[config.mk]
export PLATFORM = sky130hd
export DESIGN_NAME = bcast_conv
export DESIGN_NICKNAME = d
export VERILOG_FILES = /design/src/rtl/conv_pkg.sv /design/src/rtl/conv_cell.sv /design/src/rtl/conv_collect.sv /design/src/rtl/bcast_conv.sv
export SDC_FILE = /design/constraint.sdc
export NUM_CORES = 1
export LEC_CHECK = 0
export ABC_AREA = 1
export CAP_MARGIN = 15
export CORE_MARGIN = 10
export CORE_UTILIZATION = 64
export DETAILED_ROUTE_END_ITERATION = 8
export PLACE_DENSITY = 0.78
export SLEW_MARGIN = 20
export SYNTH_ARGS = -nofsm -noshare
export SYNTH_HDL_FRONTEND = slang
export SYNTH_SLANG_ARGS = --single-unit
[constraint.sdc]
create_clock -name clk -period 9.1 [get_ports clk]
set_clock_uncertainty 0.2 [all_clocks]
set_input_delay 1.82 -clock clk [delete_from_list [all_inputs] [get_ports clk]]
set_output_delay 1.82 -clock clk [all_outputs]
set_load 0.05 [all_outputs]
[src/rtl/conv_pkg.sv]
package conv_pkg;
  // accumulator width: full product plus growth over TAPS terms
  function automatic int acc_bits(int dw, int ww, int taps);
    return dw + ww + $clog2(taps);
  endfunction
endpackage

[src/rtl/conv_cell.sv]
module conv_cell #(
  parameter int DW   = 8,
  parameter int WW   = 8,
  parameter int AW   = 18,
  parameter bit LAST = 1'b0
) (
  input  logic          clk,
  input  logic          rst,
  input  logic          ld,
  input  logic          step,
  input  logic [DW-1:0] smp,
  input  logic [WW-1:0] w_in,
  input  logic          tag_in,
  output logic [WW-1:0] w_q,
  output logic          tag_q,
  output logic [AW-1:0] acc_q
);
  logic signed [AW-1:0] prod;
  assign prod = AW'($signed(smp)) * AW'($signed(w_q));

  always_ff @(posedge clk) begin
    if (rst) begin
      w_q   <= '0;
      tag_q <= LAST;
      acc_q <= '0;
    end else if (ld) begin
      w_q   <= w_in;
      tag_q <= LAST;
      acc_q <= '0;
    end else if (step) begin
      w_q   <= w_in;
      tag_q <= tag_in;
      acc_q <= tag_q ? prod : acc_q + prod;
    end
  end


  acc_clear_on_load_chk: assert property (@(posedge clk) disable iff (rst)
    ld |=> acc_q == '0);

  idle_hold_chk: assert property (@(posedge clk) disable iff (rst)
    (!ld && !step) |=> ($stable(acc_q) && $stable(w_q) && $stable(tag_q)));
endmodule

[src/rtl/conv_collect.sv]
module conv_collect #(
  parameter int TAPS = 4,
  parameter int AW   = 18
) (
  input  logic                     clk,
  input  logic                     rst,
  input  logic                     ld,
  input  logic                     step,
  input  logic [TAPS-1:0]          tags,
  input  logic [TAPS-1:0][AW-1:0]  accs,
  output logic                     res_valid,
  output logic [AW-1:0]            res_data
);
  logic          primed;
  logic [AW-1:0] pick;

  // one-hot marker acts as the bus grant
  always_comb begin
    pick = '0;
    for (int c = 0; c < TAPS; c++)
      if (tags[c]) pick = pick | accs[c];
  end

  always_ff @(posedge clk) begin
    if (rst) begin
      primed    <= 1'b0;
      res_valid <= 1'b0;
      res_data  <= '0;
    end else begin
      res_valid <= step & primed;
      if (step) res_data <= pick;
      if (ld)        primed <= 1'b0;
      else if (step) primed <= 1'b1;
    end
  end


  reset_quiet_chk: assert property (@(posedge clk)
    rst |=> (!res_valid && res_data == '0));

  valid_follows_sample_chk: assert property (@(posedge clk) disable iff (rst)
    res_valid |-> $past(step));

  first_after_load_silent_chk: assert property (@(posedge clk) disable iff (rst)
    (ld && !step) |=> ##1 (!res_valid));
endmodule

[src/rtl/bcast_conv.sv]
module bcast_conv #(
  parameter  int TAPS = 4,
  parameter  int DW   = 8,
  parameter  int WW   = 8,
  localparam int AW   = conv_pkg::acc_bits(DW, WW, TAPS)
) (
  input  logic          clk,
  input  logic          rst,
  input  logic          wl_valid,
  input  logic [WW-1:0] wl_data,
  input  logic          smp_valid,
  input  logic [DW-1:0] smp_data,
  output logic          res_valid,
  output logic [AW-1:0] res_data
);
  logic ld, step;
  assign ld   = wl_valid;
  assign step = smp_valid & ~wl_valid;

  logic [WW-1:0]           w_q [TAPS];
  logic [TAPS-1:0]         tag_q;
  logic [TAPS-1:0][AW-1:0] acc_q;

  for (genvar c = 0; c < TAPS; c++) begin : g_cell
    logic [WW-1:0] w_src;
    logic          t_src;
    if (c == 0) begin : g_head
      assign w_src = ld ? wl_data : w_q[TAPS-1];
      assign t_src = tag_q[TAPS-1];
    end else begin : g_body
      assign w_src = w_q[c-1];
      assign t_src = tag_q[c-1];
    end
    conv_cell #(.DW(DW), .WW(WW), .AW(AW), .LAST(c == TAPS-1)) u_cell (
      .clk(clk), .rst(rst), .ld(ld), .step(step), .smp(smp_data),
      .w_in(w_src), .tag_in(t_src),
      .w_q(w_q[c]), .tag_q(tag_q[c]), .acc_q(acc_q[c])
    );
  end

  conv_collect #(.TAPS(TAPS), .AW(AW)) u_collect (
    .clk(clk), .rst(rst), .ld(ld), .step(step),
    .tags(tag_q), .accs(acc_q),
    .res_valid(res_valid), .res_data(res_data)
  );


  single_marker_chk: assert property (@(posedge clk) disable iff (rst)
    $onehot(tag_q));

  ring_wrap_chk: assert property (@(posedge clk) disable iff (rst)
    step |=> w_q[0] == $past(w_q[TAPS-1]));
endmodule

==> out/results.ini <==
[outcome]
outcome = complete, no violations

[power_and_ir_drop]
p_per_area_nw_per_um2 = 148
ir_worst_vdd_uv = 145
p_leak_nw = 12.5

[sta]
worst_slew_pin_slew_ns = 0.933
setup_tns_ns = 0
hold_ws_ns = 0.263
rsz0062_at_grt = false
final-setup-viol-count = 0
min_period_ns = 7.80
fmax_mhz = 128
finalHoldViolations = 0
post-route-period-util = 0.857
timing.final.ws_setup_ns = 1.30
maxSlewHeadroom = 0.376
finalMaxSlewViolations = 0

[layout]
postLayoutCellArea_um2 = 21300
fin_util = 0.691
nFillCells = 2659
drive_gt1_frac = 0.0395
final_nets = 3349
antennaDiodeCount = 0
area_growth_pct = 5.95

[synthesis]
ys_ff_latch = 128
syn-num-nets = 3376
ys.flop_type = dfxtp_1
synth_common_cells = 755 x nand2_1, 692 x inv_1, 224 x fa_1, 184 x ha_1, 173 x a21oi_1
yosys-top-cells-area = fa_1 22%, nand2_1 14%, inv_1 13%
yosysMostFrequentCell = nand2_1
avgSynthCellArea_um2 = 6.81
syn_area_um2 = 20100
ys_types = 50
synth_top_area_frac = 0.223
yosys_warnings = 0
async_flop_share = 0
ys_seq_area_frac = 0.128
synth_edf_count = 0
netlist_instances = 2948
synth_top_area_cell = fa_1

[placed_design]
numPortBuffers = 38
hpwl_um = 44300
dp_slack_ns = 0.884
placed_area_um2 = 20700
place_congestion = 0.979

[global_route]
grt-ovfl-total = 0
grt_usage = 0.301
grt_pass1_vias = 18851
grt_first_pass_wirelength_um = 94100
antenna_found_initial = 0
grt_max_degree = 51

[clock_network]
cts-root-buf = clkbuf_16
ctsHoldBuffers = 0
clock_sinks = 128
cts_buffers = 17
cts_tree = built
clk_latency_ns = 0.45
post_cts_resized = 0
clock_path_buffers = 2
h-tree-depth = 4
clk_pin_slew_worst_paths_ns = 0.07
post_cts.repair.setup_buffers = 0

[worst_setup_path]
crit_path_top_delay_cell = clkdlybuf4s50_1
crit_path_start_kind = input pin
arrival_ns = 7.95
crit_type = input pin to flip-flop
crit_top_cell = nand2_1
reg2reg_from = g_cell[2].u_cell.w_q[2]
endpoint_kind = flip-flop
cpPeakStageDelay_ns = 1.08
startpoint = smp_data[3]
cp_max_fo = 19
critical_path_required_ns = 9.25

[floorplanning]
rows = 64
core_um2 = 30700
start_util = 0.653
io_pins = 39
die_area_um2 = 38800
fp.dieW_um = 197
die_y_um = 197

[route]
via_per_inst = 5.55
wl_per_cell_um = 17.0
drt-initial-drc-count = 1307
antenna_left = 0
drt_wl_total_um = 56500
remaining_drc_errors = 0
vias = 18476
first_pass_iters = 6

[job]
drv_cap = 0

[hold_path]
worstHoldStart = u_collect.primed
hp-class = flip-flop to flip-flop

==> worst max-delay path: cells and delay by family <==
family / cells / cell delay (ns)
adder cells (fa/ha/maj): 6 / 2.44
buffers and inverters: 7 / 1.75
AND/OR/NAND/NOR: 15 / 1.50
XOR/XNOR: 1 / 0.32
AO/OA/AOI/OAI: 1 / 0.14
==> power by group <==
group / internal [W] / switching (W) / total (W) / leakage, nW
sequential: 0.000594 / 0.0000535 / 0.000647 / 1.05
combinational: 0.000621 / 0.00118 / 0.00180 / 11.2
clock: 0.000368 / 0.000339 / 0.000707 / 0.285
==> metal layers <==
metal  global-route usage  share of wire  vias to the layer above
met5                    0              0                        -
met1                0.362           0.40                     8742
met4                0.128          0.037                        0
li1                     -              -                     8950
met2                0.529           0.49                      675
met3               0.0407          0.068                      109
==> cell usage in the layout (no fill, tap or decap), types with 6 or more instances in the layout <==
cell / n
a221oi_1: 17
clkbuf_16: 17
inv_2: 12
ha_1: 184
a31oi_1: 24
nand2_1: 755
nand3b_1: 11
nand4_1: 12
inv_1: 692
xnor2_1: 27
a21o_1: 13
nand2_2: 6
clkdlybuf4s50_1: 37
a21oi_1: 173
nor2_1: 150
nand3_2: 10
nor3_1: 6
a22oi_1: 6
a22o_1: 12
nand3_1: 123
xor2_1: 31
dfxtp_1: 128
fa_1: 224
o21ai_1: 7
o211ai_1: 13
o21bai_1: 13
buf_4: 23
or2_2: 6
o21ai_0: 136
==> worst paths after layout <==
path,slack [ns],end,depth (start not counted)
worst max-delay path,1.30,g_cell[0].u_cell.acc_q[17],30
worst min-delay path,0.26,u_collect.res_valid,2
worst max register to register,2.91,g_cell[2].u_cell.acc_q[17],27
worst min register to register,0.26,u_collect.res_valid,2
==> sequential cells by signal, indices dropped and copies added, names as in the netlist <==
| signal | flops |
|---|---|
| u_collect.res_valid | 1 |
| g_cell.u_cell.acc_q | 72 |
| u_collect.res_data | 18 |
| u_collect.primed | 1 |
| g_cell.u_cell.tag_q | 4 |
| g_cell.u_cell.w_q | 32 |
==> cells by family after synthesis <==
family                     count (synthesis)  share of synthesized area
and+or+nand+nor                         1103                      0.228
adders and majority gates                408                      0.338
DFF                                      128                      0.128
buffers and inverters                    814                      0.154
xor gates and xnor gates                  63                     0.0294
AOI/OAI and AO/OA                        432                      0.123
==> final cells by class <==
class / count / area (um^2) / area share
Clock buffer: 17 / 425 / 0.0200
Clock inverter: 15 / 163 / 0.00765
Inverter: 707 / 2650 / 0.125
Multi-Input combinational cell: 2006 / 14400 / 0.678
Sequential cell: 128 / 2560 / 0.121
Tap cell: 396 / 495 / 0.0233
Timing Repair Buffer: 61 / 548 / 0.0258
==> metrics by stage <==
| stage | instances | total power [W] |
|---|---|---|
| 2_1_floorplan | 2948 | 0.00196 |
| 3_3_place_gp | 3298 | 0.00240 |
| 3_5_place_dp | 3298 | 0.00244 |
| 4_1_cts | 3330 | 0.00315 |
| 5_1_grt | 3330 | 0.00343 |
| 6_report | 3330 | 0.00316 |
Power figures use the tool's default switching activity.
